==> src/rtl/perm_pkg.sv <==
package perm_pkg;
   // Number of conditional-move layers for a given data width.
   function automatic int layer_count(input int data_w);
      return $clog2(data_w);
   endfunction

   // Move distance of layer k (largest first).
   function automatic int layer_dist(input int data_w, input int k);
      return (data_w / 2) >> k;
   endfunction

   // Highest working-word position a layer may touch.
   function automatic int layer_last(input int data_w, input int k);
      return data_w - 2 + layer_dist(data_w, k);
   endfunction

   // Control bit tested by layer k.
   function automatic int layer_test_bit(input int data_w, input int k);
      return $clog2(layer_dist(data_w, k));
   endfunction

   // Index bit picking primary vs alternate amount; -1 means primary always.
   function automatic int layer_sel_bit(input int data_w, input int k);
      return layer_test_bit(data_w, k) - 1;
   endfunction

   localparam int STRIPE_IDX_BIT = 2;
endpackage

==> src/rtl/perm_layer.sv <==
module perm_layer #(
   parameter int WORD_W     = 64,
   parameter int DIST       = 16,
   parameter int LAST       = 46,
   parameter int SEL_BIT    = 3,
   parameter int STRIPE_BIT = 2
) (
   input  logic [WORD_W-1:0] word_in,
   input  logic              ctl_a,
   input  logic              ctl_b,
   input  logic              stripe_en,
   output logic [WORD_W-1:0] word_out
);
   if (LAST + DIST >= WORD_W) begin : g_bad_range
      $error("perm_layer: source position beyond working word");
   end

   for (genvar i = 0; i < WORD_W; i++) begin : g_bit
      if (i <= LAST) begin : g_mv
         logic ctl_pick;
         logic ctl_eff;
         if (SEL_BIT < 0) begin : g_fixed
            assign ctl_pick = ctl_a;
         end else if (((i >> SEL_BIT) & 1) == 1) begin : g_prim
            assign ctl_pick = ctl_a;
         end else begin : g_alt
            assign ctl_pick = ctl_b;
         end
         if (STRIPE_BIT >= 0 && ((i >> STRIPE_BIT) & 1) == 0) begin : g_inv
            assign ctl_eff = ctl_pick ^ stripe_en;
         end else begin : g_plain
            assign ctl_eff = ctl_pick;
         end
         assign word_out[i] = ctl_eff ? word_in[i+DIST] : word_in[i];
      end else begin : g_keep
         assign word_out[i] = word_in[i];
      end
   end
endmodule

==> src/rtl/perm_core.sv <==
module perm_core
   import perm_pkg::*;
#(
   parameter int DATA_W = 32,
   localparam int AMT_W  = $clog2(DATA_W),
   localparam int WORD_W = 2 * DATA_W,
   localparam int NLAYER = AMT_W
) (
   input  logic [DATA_W-1:0] operand,
   input  logic [AMT_W-1:0]  amt_a,
   input  logic [AMT_W-1:0]  amt_b,
   input  logic              stripe_en,
   output logic [DATA_W-1:0] permuted
);
   logic [WORD_W-1:0] chain [NLAYER+1];

   assign chain[0] = {operand, operand};

   for (genvar k = 0; k < NLAYER; k++) begin : g_layer
      localparam int TB = layer_test_bit(DATA_W, k);
      perm_layer #(
         .WORD_W    (WORD_W),
         .DIST      (layer_dist(DATA_W, k)),
         .LAST      (layer_last(DATA_W, k)),
         .SEL_BIT   (layer_sel_bit(DATA_W, k)),
         .STRIPE_BIT(k == 0 ? STRIPE_IDX_BIT : -1)
      ) u_layer (
         .word_in  (chain[k]),
         .ctl_a    (amt_a[TB]),
         .ctl_b    (amt_b[TB]),
         .stripe_en(stripe_en),
         .word_out (chain[k+1])
      );
   end

   logic [DATA_W-1:0] upper_unused;
   assign {upper_unused, permuted} = chain[NLAYER];
endmodule

==> src/rtl/perm_out_stage.sv <==
module perm_out_stage #(
   parameter int DATA_W       = 32,
   parameter bit REGISTER_OUT = 1'b1
) (
   input  logic              clk,
   input  logic              rst_n,
   input  logic              in_valid,
   input  logic [DATA_W-1:0] data_in,
   output logic              out_valid,
   output logic [DATA_W-1:0] data_out
);
   if (REGISTER_OUT) begin : g_reg
      always_ff @(posedge clk or negedge rst_n) begin
         if (!rst_n) begin
            out_valid <= 1'b0;
            data_out  <= '0;
         end else begin
            out_valid <= in_valid;
            if (in_valid) data_out <= data_in;
         end
      end
   end else begin : g_comb
      logic unused_clk;
      assign unused_clk = clk ^ rst_n;
      assign out_valid  = in_valid;
      assign data_out   = data_in;
   end
endmodule

==> src/rtl/bit_stripe_permuter.sv <==
module bit_stripe_permuter #(
   parameter int DATA_W       = 32,
   parameter bit REGISTER_OUT = 1'b1,
   localparam int AMT_W       = $clog2(DATA_W)
) (
   input  logic              clk,
   input  logic              rst_n,
   input  logic              in_valid,
   input  logic [DATA_W-1:0] operand,
   input  logic [AMT_W-1:0]  amt_a,
   input  logic [AMT_W-1:0]  amt_b,
   input  logic              stripe_en,
   output logic              out_valid,
   output logic [DATA_W-1:0] result
);
   if (DATA_W != 32) begin : g_bad_width
      $error("bit_stripe_permuter: stripe pattern defined for 32-bit data only");
   end

   logic [DATA_W-1:0] permuted;

   perm_core #(.DATA_W(DATA_W)) u_core (
      .operand  (operand),
      .amt_a    (amt_a),
      .amt_b    (amt_b),
      .stripe_en(stripe_en),
      .permuted (permuted)
   );

   perm_out_stage #(.DATA_W(DATA_W), .REGISTER_OUT(REGISTER_OUT)) u_out (
      .clk      (clk),
      .rst_n    (rst_n),
      .in_valid (in_valid),
      .data_in  (permuted),
      .out_valid(out_valid),
      .data_out (result)
   );
endmodule

==> config.mk <==
export PLATFORM = sky130hd
export DESIGN_NAME = bit_stripe_permuter
export DESIGN_NICKNAME = d
export VERILOG_FILES = /design/src/rtl/perm_pkg.sv /design/src/rtl/perm_layer.sv /design/src/rtl/perm_core.sv /design/src/rtl/perm_out_stage.sv /design/src/rtl/bit_stripe_permuter.sv
export SDC_FILE = /design/constraint.sdc
export NUM_CORES = 1
export LEC_CHECK = 0
export ABC_AREA = 1
export BUFFER_PORTS_ARGS = -buffer_cell sky130_fd_sc_hd__buf_2
export CAP_MARGIN = 20
export CELL_PAD_IN_SITES_DETAIL_PLACEMENT = 0
export CELL_PAD_IN_SITES_GLOBAL_PLACEMENT = 1
export CORE_MARGIN = 4
export CORE_UTILIZATION = 40
export DETAILED_ROUTE_END_ITERATION = 12
export GPL_TIMING_DRIVEN = 1
export PLACE_DENSITY_LB_ADDON = 0.1
export SYNTH_ARGS = -nofsm -noshare
export SYNTH_HDL_FRONTEND = slang
export SYNTH_SLANG_ARGS = --single-unit
==> constraint.sdc <==
create_clock -name clk -period 1.61 [get_ports clk]
set_input_delay 0.322 -clock clk [delete_from_list [all_inputs] [get_ports clk]]
set_output_delay 0.322 -clock clk [all_outputs]
set_load 0.01 [all_outputs]
Word level (Yosys, flattened, before mapping)
Index checks and enable logic that the tools add are counted.
{"block": "word_totals", "register_bits": 33, "in_bits": 46, "output_inout_bits": 33, "word_cells": 164}
{"block": "classes", "muxes": 160, "bitwise_logic": 2}
{"cell": "1-bit 2-to-1 mux", "count": 160}
{"cell": "1-bit XOR", "count": 2}

Longest topological paths before layout
Gate-level depths: netlist of the first run.
{"block": "depth", "depth_word": 6, "mapped_depth": 10, "depth_no_buf": 10}

By module
From an unflattened synthesis of the first run, not the netlist that was laid out.
{"block": "unflattened", "cells_unflattened": 877, "hier_area_um2": 4991.0}
{"module": "perm_out_stage", "instances": 1, "cells_each": 137, "area_each_um2": 1317.5, "seq_area_each_um2": 825.8}
{"module": "perm_layer at u_core.g_layer[0].u_layer", "instances": 1, "cells_each": 173, "area_each_um2": 820.8, "seq_area_each_um2": 0.0}
{"module": "perm_layer at u_core.g_layer[4].u_layer", "instances": 1, "cells_each": 136, "area_each_um2": 734.5, "seq_area_each_um2": 0.0}
{"module": "perm_layer at u_core.g_layer[2].u_layer", "instances": 1, "cells_each": 142, "area_each_um2": 713.2, "seq_area_each_um2": 0.0}
{"module": "perm_layer at u_core.g_layer[3].u_layer", "instances": 1, "cells_each": 138, "area_each_um2": 705.7, "seq_area_each_um2": 0.0}
{"module": "perm_layer at u_core.g_layer[1].u_layer", "instances": 1, "cells_each": 151, "area_each_um2": 699.4, "seq_area_each_um2": 0.0}

Worst setup path after synthesis of the first run
OpenSTA, ideal clock, no wires.
{"block": "synth_path", "kind": "input to register", "start": "input port amt_a[3]", "end": "register u_out.data_out[28]", "setup_time_ns": 0.117, "arrival_time_ns": 1.239, "required_time_ns": 1.493, "slack_ns": 0.254, "cell_stages": 10, "path_buffers": 2, "cell_sequence": "buf_6 -> inv_1 -> buf_6 -> nand3_1 -> o21ai_0 -> nand2_1 -> nand3_1 -> nand3_1 -> nand3_1 -> nand2_1"}
{"block": "synth_via", "elab_chain_len": 4, "elab_cells_between_ends": 11, "cone_classes": "mux: 11"}
{"item": "start, declared", "line": "bit_stripe_permuter.sv:10", "source": "input logic [AMT_W-1:0] amt_a,"}
{"item": "1-bit 2-to-1 mux (3 in series)", "line": "perm_layer.sv:34", "source": "assign word_out[i] = ctl_eff ? word_in[i+DIST] : word_in[i];"}
{"item": "1-bit 2-to-1 mux *", "line": "perm_layer.sv:34"}
{"item": "end signal, assigned", "line": "perm_out_stage.sv:19", "source": "if (in_valid) data_out <= data_in;"}
{"item": "end, declared", "line": "perm_out_stage.sv:10", "source": "output logic [DATA_W-1:0] data_out"}
Every way passes the cells marked *; elsewhere a longest branch is shown, timed or not.
A chain may end at the register's enable or synchronous reset.

Worst setup path in the final report of the first run
{"block": "layout_path", "start": "input port amt_a[4]", "end": "register u_out.data_out[9]"}
{"block": "layout_via", "elab_chain_len": 6, "elab_cells_between_ends": 24, "cone_classes": "mux: 23; bitwise: 1"}
{"item": "1-bit XOR", "line": "perm_layer.sv:30", "source": "assign ctl_eff = ctl_pick ^ stripe_en;"}
{"item": "1-bit 2-to-1 mux (4 in series)", "line": "perm_layer.sv:34"}
{"item": "1-bit 2-to-1 mux *", "line": "perm_layer.sv:34"}
Marked as above.

==> results of run 1 <==
[area by class of cell]
type | count | area, sq um
multi-input combinational | 433 | 2100
tap | 102 | 128
clock buffer | 7 | 86.3
fill | 856 | 3800
clock inverter | 1 | 30.0
inverter | 27 | 101
sequential | 33 | 826
timing repair buffer | 108 | 693
[metal layers]
layer  vias to the layer above  GRT usage, %  share of wire (%)
li1                       1974             -                  -
met1                      1856          31.9                 45
met2                       155          38.5                 47
met3                        16          3.73                7.0
met4                         0          4.79                1.6
met5                         -             0                  0
[worst paths after layout]
kind / startpoint / endpoint / slack (ps) / depth (start not counted)
worst max-delay path: amt_a[4] / u_out.data_out[9]$_DFFE_PN0P_ / 190 / 10
worst min-delay path: rst_n / u_out.data_out[21]$_DFFE_PN0P_ / 50 / 2
worst max register to register: u_out.data_out[6]$_DFFE_PN0P_ / u_out.data_out[6]$_DFFE_PN0P_ / 990 / 2
worst min register to register: u_out.data_out[1]$_DFFE_PN0P_ / u_out.data_out[1]$_DFFE_PN0P_ / 480 / 2
max in group asynchronous: rst_n / u_out.data_out[6]$_DFFE_PN0P_ / 1260 / 2
min in group clk: in_valid / u_out.out_valid$_DFF_PN0_ / 450 / 2
[flip-flops by register name, summed over array words and instances, names as in the netlist]
name,cells
u_out.data_out,32
u_out.out_valid,1
[cell usage in the layout (no fill, tap or decap), drive strengths merged]
cell / count
clkbuf: 7
buf: 108
bufinv: 1
nand2: 147
dfrtp: 33
nand3: 270
inv: 27
o21ai: 16
[power by group through the flow]
stage          Clock, mW  Combinational, mW  Sequential [mW]
6_report           0.811               1.20             1.00
2_1_floorplan          0              0.680             1.07
3_3_place_gp           0               1.18             1.01
5_1_grt            0.866               1.35             1.02
4_1_cts            0.821               1.20             1.00
3_5_place_dp           0               1.19             1.02
[stage by stage]
step                cell area (sq um)  TNS, ps  setup slack, ps
floorplan                        3210        0              254
global placement                 3850     -799            -71.1
detailed placement               3850    -1580            -92.5
CTS                              3970        0              209
global route                     3970        0             37.7
finish                           3970        0              189
[kinds of logic after synthesis]
logic type             count (synthesis)  share of synthesized area, %
buffers and inverters                 61                          8.78
flip-flops                            33                          25.7
AND/OR/NAND/NOR                      417                          63.0
AO/OA/AOI/OAI                         16                          2.50
==> metrics.sh, run 1 <==
VDD.IR_DROP.WORST_uV=440
SLEW_VIOL_FINAL=0
CLK_ROOT_BUFFER_CELL='sky130_fd_sc_hd__clkbuf_8'
CLKPWRFRAC_PCT=26.9
FINAL_LAYOUT_SIZE_SUFFIX_GT1_SHARE_PCT=23.5
CRIT_PATH_START_KIND='primary input'
DIE_HEIGHT_MICRONS=97.6
POST_SYNTH_MOST_FREQUENT_CELLS='sky130_fd_sc_hd__nand3_1, sky130_fd_sc_hd__nand2_1, sky130_fd_sc_hd__dfrtp_1'
CRIT_PATH_FREQUENT_CELL='sky130_fd_sc_hd__nand3_1'
GLOBAL_ROUTE_WIRE_LENGTH_BEFORE_REPAIR_MM=18.5
TIMING.CRITICAL_PATH.CELLS='buf_2 > inv_2 > nand2_1 > nand3_1 > nand3_1 > nand3_1 > nand3_1 > nand3_1 > nand3_1 > nand2_1'
CRIT_ARRIVAL_PS=1640
OUTCOME='complete, no violations'
INTPOWER_mW=1.90
MAX_CLOCK_FREQ_MHz=704
RSZ0062_AT_GRT='no'
CLOCK_TREE_BUF_DEPTH=2
POSTROUTEWIRELENGTH_MM=10.8
LAYOUTNONFILLERINSTCOUNT=711
SETUP_BUFFERS_AFTER_CTS=0
DRTITER0DRC=344
ASYNCSETRESETFLOPFRACSYNTH_PCT=100
SYNTH.MOST_COMMON_CELL='sky130_fd_sc_hd__nand3_1'
DP_CELLS=703
CAP_VIOL_MAX_COUNT=0
GLOBAL_ROUTE.OVERFLOW_TOTAL=0
LEAKAGE_nW=2.12
SKEW_PS=0
DIE_X_MICRONS=97.6
WORST-PATH-MAX-FANOUT=10
SYNTH_CELL_TYPES=14
CTS_TREE='yes'
COMB_POWER_SHARE_PCT=39.8
HOLD_VIOLATIONS=0
CTS.REPAIR.RESIZED=0
SWITCHING_SHARE_PCT=36.8
SYNTH-EDFF-COUNT=0
INSERTION_DELAY_PS=280
REPORT.FINAL.SETUP_VIOL=0
FINALCOREUTILIZATION_PCT=51.0
REPORT.POWER.TOTAL_mW=3.01
TIMING.CRITICAL_PATH.BUF_INV=2
CTSHTREEMAXLEVEL=2
SYNTH_WARN=0
TIMING.CRITICAL_PATH.SLOWEST_CELL_DELAY_PS=180
SYNTH.FF_LATCH_COUNT=33
DRC_ERRORS=0
SYNTHDOMINANTAREACELLTYPE='sky130_fd_sc_hd__nand3_1'
START_UTIL_PCT=41.3
SYN-MEAN-INSTANCE-AREA_SQ_UM=6.09
SETUP.WORST_PATH.END_CLASS='register'
CLKTRANSATPATHREGS_PS=70
SYNTHTOPCELLSBYAREA='sky130_fd_sc_hd__nand3_1, sky130_fd_sc_hd__dfrtp_1, sky130_fd_sc_hd__nand2_1, sky130_fd_sc_hd__nand3_2, sky130_fd_sc_hd__buf_2'
FP.DIEAREA_SQ_UM=9520
WORST-ENDPOINT-REQUIRED_PS=1830
NUM_ANTENNA_CELLS=0
AREA_DELTA_SYNTH_FINAL_PCT=23.6
SYN_INST=527
FINAL_PERIOD_MINUS_WORST_SETUP_SLACK_PS=1420
FINAL_ANTENNA_NET_COUNT=0
KIND_OF_CRITICAL_PATH='primary input to register'
DETAIL_ROUTE.WL_PER_CELL_MICRONS=15.2
FINALHOLDWORSTSLACK_PS=54.0
CELLPOWERDENSITY_nW_PER_UM2=759
CTS_INSERTED_BUFFERS=5
ANTENNA_FOUND_INITIAL=0
CLOCK_SINK_COUNT=33
GRT_PASS1_VIAS=3844
POST-SYNTH-TOP-AREA-FRACTION_PCT=39.5
DRT-VIAS-PER-INSTANCE=5.63
SEQUENTIALPOWERSHARE_PCT=33.3
DR_TOTAL_VIAS=4001
GP_CONGESTION=0.921
DRT_PASS1_ITERATIONS=5
WORST_PATH_MAX_DELAY_CELL='sky130_fd_sc_hd__nand2_1'
MAX_SLEW_MARGIN_PCT=72.6
CRITICAL_PATH.TOP_DELAY_FAMILY='simple AND/OR/NAND/NOR gates'
GLOBALROUTETOTALUTIL_PCT=23.2
HPWL_MM=8.64
NUMBER_OF_NETS_IN_THE_LAYOUT=654
SYNTH.CELL_AREA_SQ_UM=3210
HOLDBUFCOUNTCTS=0
SYNTH_SEQUENTIAL_AREA_RATIO_PCT=25.7
HOLDCRITPATHCLASS='primary input to async pin'
P_SWITCHING_mW=1.11
MAX_SLEW.WORST_PIN.SLEW_PS=411
ROWS=32
FLOORPLAN.IO_PINS=79
MAXIMUM_NUMBER_OF_PINS_ON_ONE_NET_BEFORE_GLOBAL_ROUTE_REPAIR=34
TIMING.FINAL.CRIT_SHARE_PCT=88.2
SYN_NETS=573
SYNTH_FLOP_CELL='sky130_fd_sc_hd__dfrtp_1'
PLACEMENT.IO_BUFFERS=77
FLOORPLAN.CORE_AREA_SQ_UM=7770
No activity file was read; power rests on OpenSTA's default activity.
==> inputs of run 2 (changes only) <==
--- a/config.mk
+++ b/config.mk
@@ -11,7 +11,7 @@
 export CELL_PAD_IN_SITES_DETAIL_PLACEMENT = 0
 export CELL_PAD_IN_SITES_GLOBAL_PLACEMENT = 1
 export CORE_MARGIN = 4
-export CORE_UTILIZATION = 40
+export CORE_UTILIZATION = 37
 export DETAILED_ROUTE_END_ITERATION = 12
 export GPL_TIMING_DRIVEN = 1
 export PLACE_DENSITY_LB_ADDON = 0.1
==> constraint.sdc (replaced) <==
create_clock -name clk -period 1.54 [get_ports clk]
set_input_delay 0.308 -clock clk [delete_from_list [all_inputs] [get_ports clk]]
set_output_delay 0.308 -clock clk [all_outputs]
set_load 0.01 [all_outputs]
==> run 2 against run 1 <==
Hold slack got worse by 17 ps; sequential share of layout area is 0.33 points higher; clock-buffer cell count decreased by 2; global-route usage is 0.24 points lower; largest cell class unchanged.
==> metrics.sh, run 2 (synthesis results as in run 1) <==
LAYOUT.CELLS.MOST_COMMON_LIST='sky130_fd_sc_hd__nand3_1, sky130_fd_sc_hd__nand2_1, sky130_fd_sc_hd__buf_2'
DETAIL_ROUTE.WL_PER_CELL_MICRONS=15.9
CAP_VIOL_MAX_COUNT=0
HPWL_MM=9.06
GLOBALROUTETOTALUTIL_PCT=23.0
TIMING.FINAL.CRIT_SHARE_PCT=92.6
GLOBAL_ROUTE_WIRE_LENGTH_BEFORE_REPAIR_MM=18.9
LARGEST_REGISTER='u_out.data_out'
DRT_PASS1_ITERATIONS=5
RSZ0062_AT_GRT='no'
DIE_X_MICRONS=101
MULTIINPUTGATEAREA_SQ_UM=2100
SLEW_VIOL_FINAL=0
LAYOUTNONFILLERINSTCOUNT=714
HOLDCRITPATHCLASS='primary input to async pin'
START_UTIL_PCT=38.5
MAX_SLEW_MARGIN_PCT=72.0
NUMBER_OF_NETS_IN_THE_LAYOUT=654
HOLDBUFCOUNTCTS=0
SKEW_PS=0
DRTITER0DRC=329
SETUP.WORST_PATH.END_CLASS='register'
DRT-VIAS-PER-INSTANCE=5.59
NUMBER_OF_FLIP_FLOPS_IN_THE_LARGEST_REGISTER=32
LARGEST_REGISTERS='u_out.data_out x32, u_out.out_valid x1'
WORST-PATH-MAX-FANOUT=10
FILLERINSTANCES=926
CLK_ROOT_BUFFER_CELL='sky130_fd_sc_hd__clkbuf_8'
LAYOUT.CELLS.MOST_COMMON='sky130_fd_sc_hd__nand3_1'
VDD.IR_DROP.WORST_uV=458
POSTROUTEWIRELENGTH_MM=11.4
ANTENNA_FOUND_INITIAL=0
CRIT_PATH_FREQUENT_CELL='sky130_fd_sc_hd__nand3_1'
AREA_DELTA_SYNTH_FINAL_PCT=21.7
CLOCK_SINK_COUNT=33
CTS_INSERTED_BUFFERS=5
GRT_PASS1_VIAS=3874
INSERTION_DELAY_PS=280
CRIT_PATH_START_KIND='primary input'
DETAILEDPLACE.WORSTSLACK_PS=-205
CTSHTREEMAXLEVEL=2
PLACEMENT.IO_BUFFERS=77
CRIT_ARRIVAL_PS=1650
CLKTRANSATPATHREGS_PS=70
CELLPOWERDENSITY_nW_PER_UM2=752
GLOBAL_ROUTE.OVERFLOW_TOTAL=0
TIMING.CRITICAL_PATH.SLOWEST_CELL_DELAY_PS=190
FINAL_ANTENNA_NET_COUNT=0
FINAL.SETUP.WORST_SLACK_PS=113
OUTCOME='complete, no violations'
REPORT.FINAL.SETUP_VIOL=0
WORST-ENDPOINT-REQUIRED_PS=1770
MAXIMUM_NUMBER_OF_PINS_ON_ONE_NET_BEFORE_GLOBAL_ROUTE_REPAIR=34
MAX_CLOCK_FREQ_MHz=701
GP_CONGESTION=0.932
STORAGE_ELEMENT_AREA_SQ_UM=826
FINAL_PERIOD_MINUS_WORST_SETUP_SLACK_PS=1430
POST-ROUTE-CELL-AREA_SQ_UM=3900
FLOORPLAN.IO_PINS=79
NUM_ANTENNA_CELLS=0
DP_CELLS=706
FINAL_LAYOUT_SIZE_SUFFIX_GT1_SHARE_PCT=23.8
FLOORPLAN.CORE_AREA_SQ_UM=8340
LEAKAGE_nW=2.10
CTS_TREE='yes'
TIMING.CRITICAL_PATH.CELLS='buf_2 > inv_2 > nand2_1 > nand3_1 > nand3_1 > nand3_1 > nand3_1 > nand3_1 > nand3_1 > nand2_1'
WORST_PATH_MAX_DELAY_CELL='sky130_fd_sc_hd__nand3_1'
DR_TOTAL_VIAS=3991
HOLD_VIOLATIONS=0
CLOCK_TREE_BUF_DEPTH=2
DPL-INSTANCE-AREA_SQ_UM=3810
ROWS=33
MAX_SLEW.WORST_PIN.SLEW_PS=420
KIND_OF_CRITICAL_PATH='primary input to register'
DRC_ERRORS=0
DIE_HEIGHT_MICRONS=101
FP.DIEAREA_SQ_UM=10200
## run 2: path summary, 6_finish.rpt
kind	startpoint	endpoint	slack, ps	cells after the start
max	amt_a[4]	u_out.data_out[8]$_DFFE_PN0P_	110	10
max in group asynchronous	rst_n	u_out.data_out[4]$_DFFE_PN0P_	1200	2
min in group clk	in_valid	u_out.data_out[6]$_DFFE_PN0P_	290	4
min	rst_n	u_out.data_out[23]$_DFFE_PN0P_	40	2
min reg2reg	u_out.data_out[22]$_DFFE_PN0P_	u_out.data_out[22]$_DFFE_PN0P_	470	2
max reg2reg	u_out.data_out[3]$_DFFE_PN0P_	u_out.data_out[3]$_DFFE_PN0P_	910	2
## run 2: critical path, delay by kind of cell
family	cells	cell delay, ps
buffers and inverters	2	270
AND/OR/NAND/NOR	8	1070
## run 2: timing repair
item | CTS | global route
endpoints found under the setup margin | 0 | 20
buffers inserted | 0 | 0
resized for setup | 0 | 2
## run 2: power breakdown
part	internal, mW	switching (mW)
clock	0.312	0.327
combinational	0.467	0.781
sequential	0.985	0.0620
## run 2: per-layer routing
metal	vias up	part of all wire [%]	global-route usage, %
met5	-	0	0
li1	1971	-	-
met1	1869	45	31.1
met4	0	1.4	4.19
met3	17	5.8	3.67
met2	134	47	39.0
## run 2: final cells by class
cell class | count | share of cell area (%)
Multi-Input combinational cell | 433 | 53.9
Timing Repair Buffer | 108 | 16.8
Sequential cell | 33 | 21.2
Inverter | 27 | 2.60
Clock inverter | 3 | 0.449
Clock buffer | 5 | 1.76
Tap cell | 105 | 3.37
## run 2: stage by stage
step           setup TNS [ps]  util [%]  hold slack, ps  power [mW]
2_1_floorplan               0         -            12.4        1.83
3_3_place_gp            -3830      45.7             360        2.29
3_5_place_dp            -4740      45.7             354        2.31
4_1_cts                     0      46.8            50.5        2.96
5_1_grt                     0      46.8            71.9        3.17
6_report                    0      46.8            37.4        2.93
==> inputs of run 3 (changes only) <==
--- a/config.mk
+++ b/config.mk
@@ -11,7 +11,7 @@
 export CELL_PAD_IN_SITES_DETAIL_PLACEMENT = 0
 export CELL_PAD_IN_SITES_GLOBAL_PLACEMENT = 1
 export CORE_MARGIN = 4
-export CORE_UTILIZATION = 37
+export CORE_UTILIZATION = 33
 export DETAILED_ROUTE_END_ITERATION = 12
 export GPL_TIMING_DRIVEN = 1
 export PLACE_DENSITY_LB_ADDON = 0.1
==> constraint.sdc (replaced) <==
create_clock -name clk -period 1.25 [get_ports clk]
set_input_delay 0.25 -clock clk [delete_from_list [all_inputs] [get_ports clk]]
set_output_delay 0.25 -clock clk [all_outputs]
set_load 0.01 [all_outputs]
==> run 3 against run 2 <==
The flow now finishes with violations (negative hold slack); largest cell class unchanged; wire length up 14%; via count up 4.0%; first-iteration DRC count unchanged.
==> metrics.sh, run 3 (synthesis results as in run 1) <==
VDD.IR_DROP.WORST_uV=493
HPWL_MM=9.67
HOLDBUFCOUNTCTS=0
KIND_OF_CRITICAL_PATH='primary input to register'
START_UTIL_PCT=34.2
CLKTRANSATPATHREGS_PS=70
NUM_ANTENNA_CELLS=0
PLACEMENT.IO_BUFFERS=77
POST-ROUTE-CELL-AREA_SQ_UM=4610
MAXIMUM_NUMBER_OF_PINS_ON_ONE_NET_BEFORE_GLOBAL_ROUTE_REPAIR=34
DR_TOTAL_VIAS=4150
DPL-INSTANCE-AREA_SQ_UM=3940
DRT_PASS1_ITERATIONS=5
FILLERINSTANCES=1006
GRT_PASS1_VIAS=3811
DRT-VIAS-PER-INSTANCE=5.58
REPORT.FINAL.SETUP_VIOL=0
FLOORPLAN.IO_PINS=79
SEQUENTIALPOWERSHARE_PCT=32.4
CAP_VIOL_MAX_COUNT=0
DIE_HEIGHT_MICRONS=107
OUTCOME='complete, but fails checks'
MAX_CLOCK_FREQ_MHz=813
LAYOUTNONFILLERINSTCOUNT=744
WORST-ENDPOINT-REQUIRED_PS=1430
WORST-PATH-MAX-FANOUT=9
ANTENNA_FOUND_INITIAL=0
CTS_TREE='yes'
TIMING.FINAL.CRIT_SHARE_PCT=98.4
GLOBAL_ROUTE_WIRE_LENGTH_BEFORE_REPAIR_MM=20.5
ROWS=35
CLOCK_SINK_COUNT=33
HOLD_VIOLATIONS=24
GP_CONGESTION=0.989
LARGEST_REGISTER='u_out.data_out'
COMB_POWER_SHARE_PCT=46.0
SWITCHING_SHARE_PCT=41.0
NUMBER_OF_NETS_IN_THE_LAYOUT=661
STORAGE_ELEMENT_AREA_SQ_UM=826
RSZ0062_AT_GRT='yes'
AREA_DELTA_SYNTH_FINAL_PCT=43.7
P_SWITCHING_mW=1.63
CLOCK_TREE_BUF_DEPTH=2
CRIT_PATH_START_KIND='primary input'
INTPOWER_mW=2.35
FINALHOLDWORSTSLACK_PS=-33.5
NUMBER_OF_FLIP_FLOPS_IN_THE_LARGEST_REGISTER=32
LEAKAGE_nW=2.36
SETUP_BUFFERS_AFTER_CTS=0
GLOBALROUTETOTALUTIL_PCT=22.5
FINALSETUPTNS_PS=0
HOLDCRITPATHCLASS='primary input to async pin'
LAYOUT.CELLS.MOST_COMMON_LIST='sky130_fd_sc_hd__nand3_1, sky130_fd_sc_hd__nand2_1, sky130_fd_sc_hd__nand3_2'
MAX_SLEW_MARGIN_PCT=70.0
SETUP.WORST_PATH.END_CLASS='register'
DETAIL_ROUTE.WL_PER_CELL_MICRONS=17.4
FINAL_ANTENNA_NET_COUNT=0
GLOBAL_ROUTE.OVERFLOW_TOTAL=0
MAX_SLEW.WORST_PIN.SLEW_PS=450
CTSHTREEMAXLEVEL=2
LARGEST_REGISTERS='u_out.data_out x32, u_out.out_valid x1'
FINAL_PERIOD_MINUS_WORST_SETUP_SLACK_PS=1230
POSTROUTEWIRELENGTH_MM=12.9
CELLPOWERDENSITY_nW_PER_UM2=863
CRIT_ARRIVAL_PS=1410
MULTIINPUTGATEAREA_SQ_UM=2650
DP_CELLS=737
CLK_ROOT_BUFFER_CELL='sky130_fd_sc_hd__clkbuf_8'
INSERTION_DELAY_PS=290
SKEW_PS=0
FP.DIEAREA_SQ_UM=11400
DIE_X_MICRONS=107
CTS_INSERTED_BUFFERS=5
LAYOUT.CELLS.MOST_COMMON='sky130_fd_sc_hd__nand3_1'
SLEW_VIOL_FINAL=0
FINAL_LAYOUT_SIZE_SUFFIX_GT1_SHARE_PCT=42.4
DRC_ERRORS=0
FLOORPLAN.CORE_AREA_SQ_UM=9370
CLKPWRFRAC_PCT=21.5
VIOLATIONS='negative hold slack'
FINALCOREUTILIZATION_PCT=49.2
DRTITER0DRC=329
==> run 3: path summary, 6_finish.rpt <==
kind	end	cells past startpoint	start	slack, ps
setup / recovery	u_out.data_out[28]$_DFFE_PN0P_	10	amt_a[4]	20
hold / removal	u_out.data_out[22]$_DFFE_PN0P_	2	rst_n	-30
setup reg to reg	u_out.data_out[29]$_DFFE_PN0P_	2	u_out.data_out[29]$_DFFE_PN0P_	600
hold reg to reg	u_out.data_out[21]$_DFFE_PN0P_	2	u_out.data_out[21]$_DFFE_PN0P_	470
max in group asynchronous	u_out.data_out[30]$_DFFE_PN0P_	2	rst_n	940
min in group clk	u_out.out_valid$_DFF_PN0_	2	in_valid	300
==> run 3: stage by stage <==
stage	total power [mW]	setup WS, ps
floorplan	2.26	8.23
global placement	2.90	-406
detailed placement	2.90	-409
CTS	3.79	0.862
global route	4.27	-76.1
finish	3.98	19.6
==> run 3: power by group through the flow <==
stage	Combinational, mW	Clock (mW)	Sequential [mW]
final	1.83	0.857	1.29
after floorplan	0.878	0	1.38
after global routing	2.03	0.934	1.31
after global placement	1.59	0	1.31
after CTS	1.62	0.879	1.29
after detailed placement	1.59	0	1.31
==> run 3: repair_timing <==
action                     in CTS  in global routing
gates resized for setup        21                128
hold endpoints to repair        0                  0
setup endpoints to repair      31                 32
cloned                          0                  0
pin swaps                       0                  8
==> run 3: layout make-up <==
| type | instances | area share, % |
|---|---|---|
| clock buffers | 7 | 1.87 |
| well taps | 129 | 3.50 |
| multi-input cells | 433 | 57.5 |
| flip-flops and latches | 33 | 17.9 |
| inverters | 27 | 2.63 |
| repair buffers | 115 | 16.6 |
==> run 3: worst max-delay path, cell delays in order <==
cell and delay (ps):
sky130_fd_sc_hd__buf_2 140, sky130_fd_sc_hd__buf_12 150, sky130_fd_sc_hd__nand2_8 110, sky130_fd_sc_hd__nand3_1 140
sky130_fd_sc_hd__nand3_2 160, sky130_fd_sc_hd__nand3_2 110, sky130_fd_sc_hd__nand3_2 100, sky130_fd_sc_hd__nand3_1 90
sky130_fd_sc_hd__nand3_2 90, sky130_fd_sc_hd__nand2_1 60
==> run 3: metal layers <==
layer  wire length [microns]  up-vias  global-route usage (%)
li1                        -     1989                       -
met5                       0        -                       0
met3                     860       22                    3.73
met1                    5610     1972                    31.6
met4                     287        0                    3.47
met2                    6160      167                    37.1
